### config.mk
export PLATFORM = sky130hd
export DESIGN_NAME = isa_ide_pair_bridge
export DESIGN_NICKNAME = d
export VERILOG_FILES = /design/src/rtl/isa_ide_pair_pkg.sv /design/src/rtl/isa_sampler.sv /design/src/rtl/isa_port_decoder.sv /design/src/rtl/isa_pair_ctrl.sv /design/src/rtl/isa_ide_pair_bridge.sv
export SDC_FILE = /design/constraint.sdc
export NUM_CORES = 1
export LEC_CHECK = 0
export ABC_AREA = 1
export BUFFER_PORTS_ARGS = -buffer_cell sky130_fd_sc_hd__buf_2
export CELL_PAD_IN_SITES_DETAIL_PLACEMENT = 0
export CELL_PAD_IN_SITES_GLOBAL_PLACEMENT = 1
export CORE_ASPECT_RATIO = 0.8
export CORE_MARGIN = 2
export CORE_UTILIZATION = 36
export CTS_CLUSTER_SIZE = 14
export DETAILED_ROUTE_END_ITERATION = 16
export MAX_ROUTING_LAYER = met4
export PLACE_DENSITY_LB_ADDON = 0.08
export SLEW_MARGIN = 40
export SYNTH_ARGS = -nofsm -noshare
export SYNTH_HDL_FRONTEND = slang
export SYNTH_SLANG_ARGS = --single-unit
export TNS_END_PERCENT = 50
### constraint.sdc
create_clock -name clk -period 1.4 [get_ports clk]
set_input_delay 0.07 -clock clk [delete_from_list [all_inputs] [get_ports clk]]
set_output_delay 0.07 -clock clk [all_outputs]
set_load 0.03 [all_outputs]
### src/rtl/isa_ide_pair_pkg.sv
package isa_ide_pair_pkg;
  typedef enum logic [2:0] {
    ST_IDLE,
    ST_RD_IDE,
    ST_RD_HOLD,
    ST_WR_LATCH,
    ST_WR_IDE
  } pair_state_e;

  localparam int unsigned LO_OFS = 0;
  localparam int unsigned HI_OFS = 1;
endpackage

### src/rtl/isa_sampler.sv
module isa_sampler #(
  parameter int unsigned W      = 16,
  parameter int unsigned STAGES = 2,
  parameter logic [W-1:0] RST_VAL = '0
) (
  input  logic         clk,
  input  logic         rst,
  input  logic [W-1:0] d,
  output logic [W-1:0] q
);
  logic [W-1:0] pipe [STAGES];

  always_ff @(posedge clk) begin
    if (rst) begin
      for (int s = 0; s < STAGES; s++) pipe[s] <= RST_VAL;
    end else begin
      pipe[0] <= d;
      for (int s = 1; s < STAGES; s++) pipe[s] <= pipe[s-1];
    end
  end

  assign q = pipe[STAGES-1];
endmodule

### src/rtl/isa_port_decoder.sv
module isa_port_decoder #(
  parameter int unsigned ADDR_W = 10,
  parameter int unsigned REG_W  = 3,
  parameter logic [ADDR_W-1:0] BASE_ADDR = 10'h300
) (
  input  logic [ADDR_W-1:0] addr,
  output logic              hit,
  output logic [REG_W-1:0]  offset
);
  localparam int unsigned TOP_W = ADDR_W - REG_W;
  localparam logic [TOP_W-1:0] BASE_TOP = BASE_ADDR[ADDR_W-1:REG_W];

  always_comb begin
    hit    = (addr[ADDR_W-1:REG_W] == BASE_TOP);
    offset = addr[REG_W-1:0];
  end
endmodule

### src/rtl/isa_pair_ctrl.sv
module isa_pair_ctrl
  import isa_ide_pair_pkg::*;
#(
  parameter int unsigned BYTE_W = 8,
  parameter int unsigned REG_W  = 3
) (
  input  logic                clk,
  input  logic                rst,
  input  logic                ior_n,
  input  logic                iow_n,
  input  logic                aen,
  input  logic                hit,
  input  logic [REG_W-1:0]    offset,
  input  logic [BYTE_W-1:0]   wdata,
  input  logic [2*BYTE_W-1:0] ide_din,
  output logic [BYTE_W-1:0]   isa_dout,
  output logic                isa_doe,
  output logic                ide_cs_n,
  output logic [REG_W-1:0]    ide_reg,
  output logic                ide_rd_n,
  output logic                ide_wr_n,
  output logic [2*BYTE_W-1:0] ide_dout,
  output logic                ide_doe
);
  localparam logic [REG_W-1:0] OFS_LO = REG_W'(LO_OFS);
  localparam logic [REG_W-1:0] OFS_HI = REG_W'(HI_OFS);

  pair_state_e       state;
  logic              prev_ior_n, prev_iow_n;
  logic              rd_pend, wr_pend;
  logic              even_q, paired_q;
  logic [BYTE_W-1:0] hi_q, lo_q;
  logic              ior_fall, ior_rise, iow_fall, iow_rise;
  logic              is_lo, is_hi;

  always_comb begin
    ior_fall = prev_ior_n & ~ior_n;
    ior_rise = ~prev_ior_n & ior_n;
    iow_fall = prev_iow_n & ~iow_n;
    iow_rise = ~prev_iow_n & iow_n;
    is_lo    = (offset == OFS_LO);
    is_hi    = (offset == OFS_HI);
  end

  always_ff @(posedge clk) begin
    if (rst) begin
      state      <= ST_IDLE;
      prev_ior_n <= 1'b1;
      prev_iow_n <= 1'b1;
      rd_pend    <= 1'b0;
      wr_pend    <= 1'b0;
      even_q     <= 1'b0;
      paired_q   <= 1'b0;
      hi_q       <= '0;
      lo_q       <= '0;
      isa_dout   <= '0;
      isa_doe    <= 1'b0;
      ide_cs_n   <= 1'b1;
      ide_reg    <= '0;
      ide_rd_n   <= 1'b1;
      ide_wr_n   <= 1'b1;
      ide_dout   <= '0;
      ide_doe    <= 1'b0;
    end else begin
      prev_ior_n <= ior_n;
      prev_iow_n <= iow_n;
      case (state)
        ST_IDLE: begin
          if (ior_fall && !aen) begin
            rd_pend <= 1'b0;
            wr_pend <= 1'b0;
            if (hit) begin
              isa_doe <= 1'b1;
              if (is_hi && rd_pend) begin
                state    <= ST_RD_HOLD;
                isa_dout <= hi_q;
              end else begin
                state    <= ST_RD_IDE;
                even_q   <= is_lo;
                ide_reg  <= offset;
                ide_cs_n <= 1'b0;
                ide_rd_n <= 1'b0;
                isa_dout <= ide_din[BYTE_W-1:0];
              end
            end
          end else if (iow_fall && !aen) begin
            rd_pend <= 1'b0;
            wr_pend <= 1'b0;
            if (hit) begin
              if (is_lo) begin
                state <= ST_WR_LATCH;
                lo_q  <= wdata;
              end else begin
                state    <= ST_WR_IDE;
                paired_q <= is_hi && wr_pend;
                ide_reg  <= offset;
                ide_cs_n <= 1'b0;
                ide_wr_n <= 1'b0;
                ide_doe  <= 1'b1;
                ide_dout <= (is_hi && wr_pend) ? {wdata, lo_q}
                                               : {{BYTE_W{1'b0}}, wdata};
              end
            end
          end
        end
        ST_RD_IDE: begin
          isa_dout <= ide_din[BYTE_W-1:0];
          if (ior_rise) begin
            if (even_q) hi_q <= ide_din[2*BYTE_W-1:BYTE_W];
            rd_pend  <= even_q;
            ide_rd_n <= 1'b1;
            ide_cs_n <= 1'b1;
            isa_doe  <= 1'b0;
            state    <= ST_IDLE;
          end
        end
        ST_RD_HOLD: begin
          if (ior_rise) begin
            isa_doe <= 1'b0;
            state   <= ST_IDLE;
          end
        end
        ST_WR_LATCH: begin
          lo_q <= wdata;
          if (iow_rise) begin
            wr_pend <= 1'b1;
            state   <= ST_IDLE;
          end
        end
        ST_WR_IDE: begin
          ide_dout <= paired_q ? {wdata, lo_q} : {{BYTE_W{1'b0}}, wdata};
          if (iow_rise) begin
            ide_wr_n <= 1'b1;
            ide_cs_n <= 1'b1;
            ide_doe  <= 1'b0;
            state    <= ST_IDLE;
          end
        end
        default: state <= ST_IDLE;
      endcase
    end
  end
endmodule

### src/rtl/isa_ide_pair_bridge.sv
module isa_ide_pair_bridge #(
  parameter int unsigned ADDR_W = 10,
  parameter int unsigned REG_W  = 3,
  parameter int unsigned BYTE_W = 8,
  parameter int unsigned SYNC_STAGES = 2,
  parameter logic [ADDR_W-1:0] BASE_ADDR = 10'h300
) (
  input  logic                clk,
  input  logic                rst,
  input  logic [ADDR_W-1:0]   isa_addr,
  input  logic [BYTE_W-1:0]   isa_din,
  output logic [BYTE_W-1:0]   isa_dout,
  output logic                isa_doe,
  input  logic                isa_ior_n,
  input  logic                isa_iow_n,
  input  logic                isa_aen,
  output logic                ide_cs_n,
  output logic [REG_W-1:0]    ide_reg,
  output logic                ide_rd_n,
  output logic                ide_wr_n,
  input  logic [2*BYTE_W-1:0] ide_din,
  output logic [2*BYTE_W-1:0] ide_dout,
  output logic                ide_doe
);
  localparam int unsigned SAMP_W = 3 + ADDR_W + BYTE_W;
  localparam logic [SAMP_W-1:0] SAMP_RST = {3'b111, {(ADDR_W+BYTE_W){1'b0}}};

  logic [SAMP_W-1:0] samp_d, samp_q;
  logic              s_aen, s_ior_n, s_iow_n;
  logic [ADDR_W-1:0] s_addr;
  logic [BYTE_W-1:0] s_data;
  logic              dec_hit;
  logic [REG_W-1:0]  dec_ofs;

  assign samp_d = {isa_aen, isa_ior_n, isa_iow_n, isa_addr, isa_din};
  assign {s_aen, s_ior_n, s_iow_n, s_addr, s_data} = samp_q;

  isa_sampler #(
    .W(SAMP_W), .STAGES(SYNC_STAGES), .RST_VAL(SAMP_RST)
  ) u_sampler (
    .clk(clk), .rst(rst), .d(samp_d), .q(samp_q)
  );

  isa_port_decoder #(
    .ADDR_W(ADDR_W), .REG_W(REG_W), .BASE_ADDR(BASE_ADDR)
  ) u_decoder (
    .addr(s_addr), .hit(dec_hit), .offset(dec_ofs)
  );

  isa_pair_ctrl #(
    .BYTE_W(BYTE_W), .REG_W(REG_W)
  ) u_ctrl (
    .clk(clk), .rst(rst),
    .ior_n(s_ior_n), .iow_n(s_iow_n), .aen(s_aen),
    .hit(dec_hit), .offset(dec_ofs), .wdata(s_data),
    .ide_din(ide_din),
    .isa_dout(isa_dout), .isa_doe(isa_doe),
    .ide_cs_n(ide_cs_n), .ide_reg(ide_reg),
    .ide_rd_n(ide_rd_n), .ide_wr_n(ide_wr_n),
    .ide_dout(ide_dout), .ide_doe(ide_doe)
  );
endmodule

# == Word level (Yosys, flattened, before mapping) ==
# Memories as Yosys holds them, arrays and structs flattened.
# Index checks and enable logic that the tools add are counted.
# classes
eq_ne,27
muxes,64
bitwise,13
n_reduce_logical,29
# op_table
cell,count
two-way mux 16 bit,6
two-way mux 8 bit,7
two-way mux 21 bit,2
two-way mux 3 bit,13
one-hot mux 16 bit (2 select lines),1
one-hot mux 8 bit (2 select lines),2
AND reduction 5 bit,5
two-way mux 1 bit,24
!= test 2 x 1 -> 1 bit (second input constant),8
!= test 2 bit (second input constant),8
!= test 3 bit (second input constant),4
one-hot mux 1 bit (2 select lines),6
AND reduction 3 bit,4
AND reduction 6 bit,2
nonzero test 2 bit,5
one-hot mux 3 bit (3 select lines),1
AND reduction 4 bit,2
AND reduction 8 bit,1
equality test 7 bit (second input constant),1
NOT 1 bit,7
equality test 3 x 1 -> 1 bit (second input constant),2
equality test 3 x 2 -> 1 bit (second input constant),2
zero test 3 bit,2
AND 1 bit,4
9 further kinds,14
# word_totals
register_bits,57
ram_bits,42
inputBits,39
output_inout_bits,32
mem_count,1
# mem_list
name,depth,word_bits,read_ports,rd_clocked_by_memory_dff,wr,line_no,text
u_sampler.pipe,2,21,2,0,2,isa_sampler.sv:11,logic [W-1:0] pipe [STAGES];

# == Logic depth before layout (Yosys ltp) ==
# An unclocked memory read counts as a cell.
# logic_depth
ltp_word,9
ltp_mapped,10

# == Modules after synthesis ==
# Synthesis repeated with hierarchy kept, for this count alone.
# hier_totals
hier_cells,618
area_unflattened_um2,4395.5
# modules_own_cells
module,n_inst,cells_each,area_each_um2,seq_area_each_um2
isa_pair_ctrl,1,457,2979.1,1141.1
isa_sampler,1,152,1367.6,840.8
isa_port_decoder,1,9,48.8,0.0

# == Worst setup path before layout ==
# OpenSTA, ideal clock, no wires.
# synth_timing
kind,reg2reg
from,register u_ctrl.state[2]
to,register u_ctrl.ide_dout[6]
setup_ns,0.112
t_arrival_ns,1.297
required_time_ns,1.288
setup_slack_ns,-0.009
stages_incl_launch_ff,11
path_buffers,1
cell_sequence,dfxtp_1 > inv_2 > nand2_4 > inv_6 > nand2_2 > nand2_2 > nor2_4 > buf_6 > nand2_1 > nor2_1 > nor2_1
# synth_between
elab_chain_cells,3
# synth_lines
element,line_no,text
start: declaration,isa_pair_ctrl.sv:28,pair_state_e state;
start signal: assignment,isa_pair_ctrl.sv:47,state <= ST_IDLE;
start signal: assignment,isa_pair_ctrl.sv:75,state <= ST_RD_HOLD;
start signal: assignment,isa_pair_ctrl.sv:78,state <= ST_RD_IDE;
zero test 3 bit / equality test 3 bit (equally long branches),isa_pair_ctrl.sv:67,case (state)
!= test 2 bit (no line) (tied with other cells),n/a,
AND reduction 5 bit (no line),n/a,
end signal: assignment,isa_pair_ctrl.sv:100,"ide_dout <= (is_hi && wr_pend) ? {wdata, lo_q}"
end signal: assignment,isa_pair_ctrl.sv:131,"ide_dout <= paired_q ? {wdata, lo_q} : {{BYTE_W{1'b0}}, wdata};"
end: declaration,isa_pair_ctrl.sv:22,"output logic [2*BYTE_W-1:0] ide_dout,"
# Parallel ways exist; a longest one is shown, timed or not.
# A chain may end at the register's enable or synchronous reset.

# == Worst setup path in the final report ==
# layout_timing
from,register u_ctrl.state[0]
to,register u_ctrl.state[0]
# layout_between
elab_chain_cells,4
# layout_lines
element,line_no
equality test 3 x 2 -> 1 bit (tied with other cells),isa_pair_ctrl.sv:67
OR reduction 2 bit (no line),n/a
!= test 2 x 1 -> 1 bit (no line),n/a
AND reduction 5 bit (no line),n/a
# Parallel ways exist; a longest one is shown, timed or not.

==> summary by stage <==
Status
The flow ran to the end, but the final reports show violations. The checks that failed: setup timing.

Finish
Cells with a size suffix above 1 make up 31.2% of the layout. The number of flip-flops in the largest register is 42. The library cell used most frequently in the layout, excluding fill and tap cells, is nand2_1. The largest registers in the layout are u_sampler.pipe x42, u_ctrl.ide_dout x16.

The total of fill cells in the finished design is 1123. In the layout the commonest cells are 111 x nand2_1, 95 x nor2_1, 92 x dfxtp_1. The largest register by flop count is u_sampler.pipe. For this run, the post-layout net count is 728. Relative to the synthesized area, the layout overhead comes to 41.1%. The repair_antennas step left the layout with diodes totalling 0. The fraction of the core area covered by cells at the end of the flow is 52.2%.

Synthesis
The synthesized netlist occupies a cell area of 4030 µm². After Yosys synthesis, XOR and XNOR cells account for 0% of the synthesized area. The most used flip-flop cell after synthesis is dfxtp_1. The synthesized netlist devotes 11.9% of its cell area to compound gates. For this run, asynchronously set or reset flops after synthesis account for 0%. Counting every instance in the synthesized netlist gives 547. The sequential cell area fraction in the yosys report is 49.2%. The arithmetic-cell share of the synthesized area counting full adders, half adders and majority gates is 0%. Yosys printed 0 warnings. The share of synthesized cell area in and, or, nand and nor gates is 29.4%.

The number of enable-type register cells in the synthesized netlist is 0. The netlist uses 30 different library cells. After synthesis the netlist holds a flip-flop and latch count of 99. The synthesized netlist net count is 586. The average size of a mapped cell is 7.36 µm². The largest family of logic cells by synthesized area is simple AND/OR/NAND/NOR gates.

Measured against the total synthesized area, the mux share comes to 0%.

Routing
Once detail routing completed, the nets flagged for antenna violations numbered 0. The routed wire length per instance is 11.8 µm. After detailed routing, the total wire length is 9870 µm. The count of vias placed by the detailed router is 3659. The remaining design rule violation count is 0.

The first-pass detailed-route iteration total is 4. After the first detailed-routing iteration, the DRC count stood at 190. The mean number of vias per cell is 4.37.

Critical path
For this design, the slowest cell found on the critical path is dfxtp_4. Walking the worst path, the cells encountered are buf_4, buf_4, nand3_1, nand2_1, nand2_1, nand4_2, nor2_1, nor2_1. The family of cells with the greatest summed delay on the critical path is simple AND/OR/NAND/NOR gates. The endpoint kind of the worst setup timing path is a register. The startpoint type of the worst setup path is a register. The critical path required time is 1.63 ns.

The number of buffer and inverter instances along the worst setup path is 2. For this run, the slowest stage of the critical path takes 0.37 ns. The category of the critical setup timing path is register to register. At the worst endpoint, the arrival time is 1.65 ns. The maximum net fanout on the critical path is 4. The setup slack on the worst flop-to-flop path is -0.02 ns.

Pwr
Total power for the finished layout comes to 5660 µW. Summed over all nets, the switching power comes to 1240 µW. Combinational logic burns 6.0% of the power.

In this run, flip-flops and latches consume 51.0% of the power. The worst supply voltage drop on vdd is 0.000718 V. Internal power comes to 4420 µW. The clock network power share is 43.0%.

Of the total power, the share spent switching nets is 21.9%. The leakage dissipation is 0.00262 µW. In this run the power density over the cells is 997 nW/µm².

Timing
The final hold violation count is 0. The peak clock frequency supported by timing is 703 MHz. Setup repair after global routing could not meet its margin everywhere. The share of the clock period used by the worst path is 102%. Once routing completed, OpenROAD measured the worst setup slack at -0.0215 ns. The number of pins with negative max-slew slack in the final report is 0. The clock skew after layout is 0.00757 ns. The count of final setup violators is 10.

The worst path in the final design needs a cycle of 1.42 ns, including I/O delays and setup. The worst slew margin relative to its limit is 75.7%. The slew at the pin closest to its max-slew limit is 0.364 ns.

Place
After legalization and detailed placement, the total HPWL measured 6720 µm. The final weighted congestion in routability-driven placement is 0.793. The count of input and output buffers is 70.

Floorplan
The total die area is 12100 µm². The core outline area is 10900 µm². The starting utilization of the core area is 37.0%. The row count is 34.

For this design the top-level I/O count stands at 71. The die span in y is 98.6 µm. The horizontal die dimension is 122 µm.

CTS
The worst-case clock buffer depth is 2. The clock-pin transition on the worst setup and hold timing paths is 0.07 ns. The number of clock sinks seen by CTS is 99. The later pin in the worst-skew pair is clocked with a latency of 0.34 ns. TritonCTS created 9 clock buffers. The number of levels in the clock H-tree is 3. The CTS tree is built. The CTS root buffer is clkbuf_16.

Min path
The path class of the tightest hold or removal check is input port to register.

Global routing
Across every metal layer, demand over resource in global routing totals 17.9%. The largest net degree at the start of global routing is 74. The total overflow left after global routing is 0.

The number of antenna violations at the first check in global routing came to 0. The wire length of the first global-routing pass is 16500 µm. The via count of the first global-routing pass is 3441.

Flow run
The number of max-cap violations is 0.
==> metal layers <==
| metal | routed length, µm | GRT usage [%] |
|---|---|---|
| met3 | 511 | 4.69 |
| met1 | 5220 | 25.4 |
| met5 | 0 | - |
| met2 | 4010 | 25.0 |
| met4 | 139 | 4.69 |
==> synthesized netlist by cell type, types with 2 or more instances <==
cell type	number	area, µm²
inv_1	71	267
clkbuf_1	12	45.0
o21ai_0	24	120
nand4_2	2	25.0
nand2_1	122	458
dfxtp_1	99	1980
buf_2	3	15.0
o211ai_1	8	60.1
nand4_1	9	56.3
or2_2	8	50.1
buf_6	3	33.8
inv_2	2	7.51
nor2_1	110	413
nand3_1	16	80.1
a211oi_1	8	60.1
a21oi_2	8	70.1
o21ai_2	2	17.5
nand2_2	3	18.8
a21oi_1	25	125
nand3_2	2	20.0
==> path summary, 6_finish.rpt <==
kind                      endpoint                  from  depth (start not counted)
max reg2reg        u_ctrl.state[0]       u_ctrl.state[0]                          8
min              u_ctrl.ide_reg[2]                   rst                          4
min reg2reg  u_sampler.pipe[0][30]  u_sampler.pipe[0][9]                          2
max                u_ctrl.state[0]       u_ctrl.state[0]                          8
==> area by class of cell <==
class,instances,area (µm²),share of cell area [%]
well taps,144,180,3.17
clock inverters,5,60.1,1.06
inverters,75,300,5.29
clock buffers,10,229,4.03
multi-input cells,355,1830,32.1
flip-flops and latches,99,2000,35.2
repair buffers,149,1090,19.2
==> tightest hold or removal path: stages <==
cell and delay (ns):
buf_2 0.11, inv_1 0.10, o21ai_2 0.07, nor2_1 0.03
==> per-stage QoR <==
stage	setup slack [ns]	std cells	cell area, µm²	hold slack (ns)	TNS (ns)
2_1_floorplan	0.0149	547	4030	0.174	0
3_3_place_gp	-0.132	784	4820	0.251	-2.81
3_5_place_dp	-0.140	784	4820	0.256	-3.20
4_1_cts	-0.0264	832	5540	0.0735	-0.222
5_1_grt	-0.122	837	5680	0.0999	-3.88
6_report	-0.0215	837	5680	0.0786	-0.0980
==> power by group through the flow <==
| stage | clock [µW] | sequential [µW] | combinational, µW |
|---|---|---|---|
| floorplan | 0 | 2950 | 147 |
| global placement | 0 | 2960 | 258 |
| detailed placement | 0 | 2960 | 261 |
| CTS | 2520 | 2890 | 331 |
| global route | 2650 | 2900 | 385 |
| finish | 2430 | 2890 | 341 |
==> kinds of logic after synthesis <==
group	Yosys count
AND/OR/NAND/NOR	277
flip-flops	99
buffers and inverters	93
AO/OA/AOI/OAI	78
==> repair_timing <==
| action | in CTS | in global routing |
|---|---|---|
| endpoints found under the hold margin | 29 | 0 |
| pin swaps | 6 | 12 |
| setup buffers | 4 | 5 |
| setup endpoints to repair | 50 | 54 |
| resized for setup | 41 | 35 |
| hold buffers | 29 | 0 |
Power figures use the tool's default switching activity.
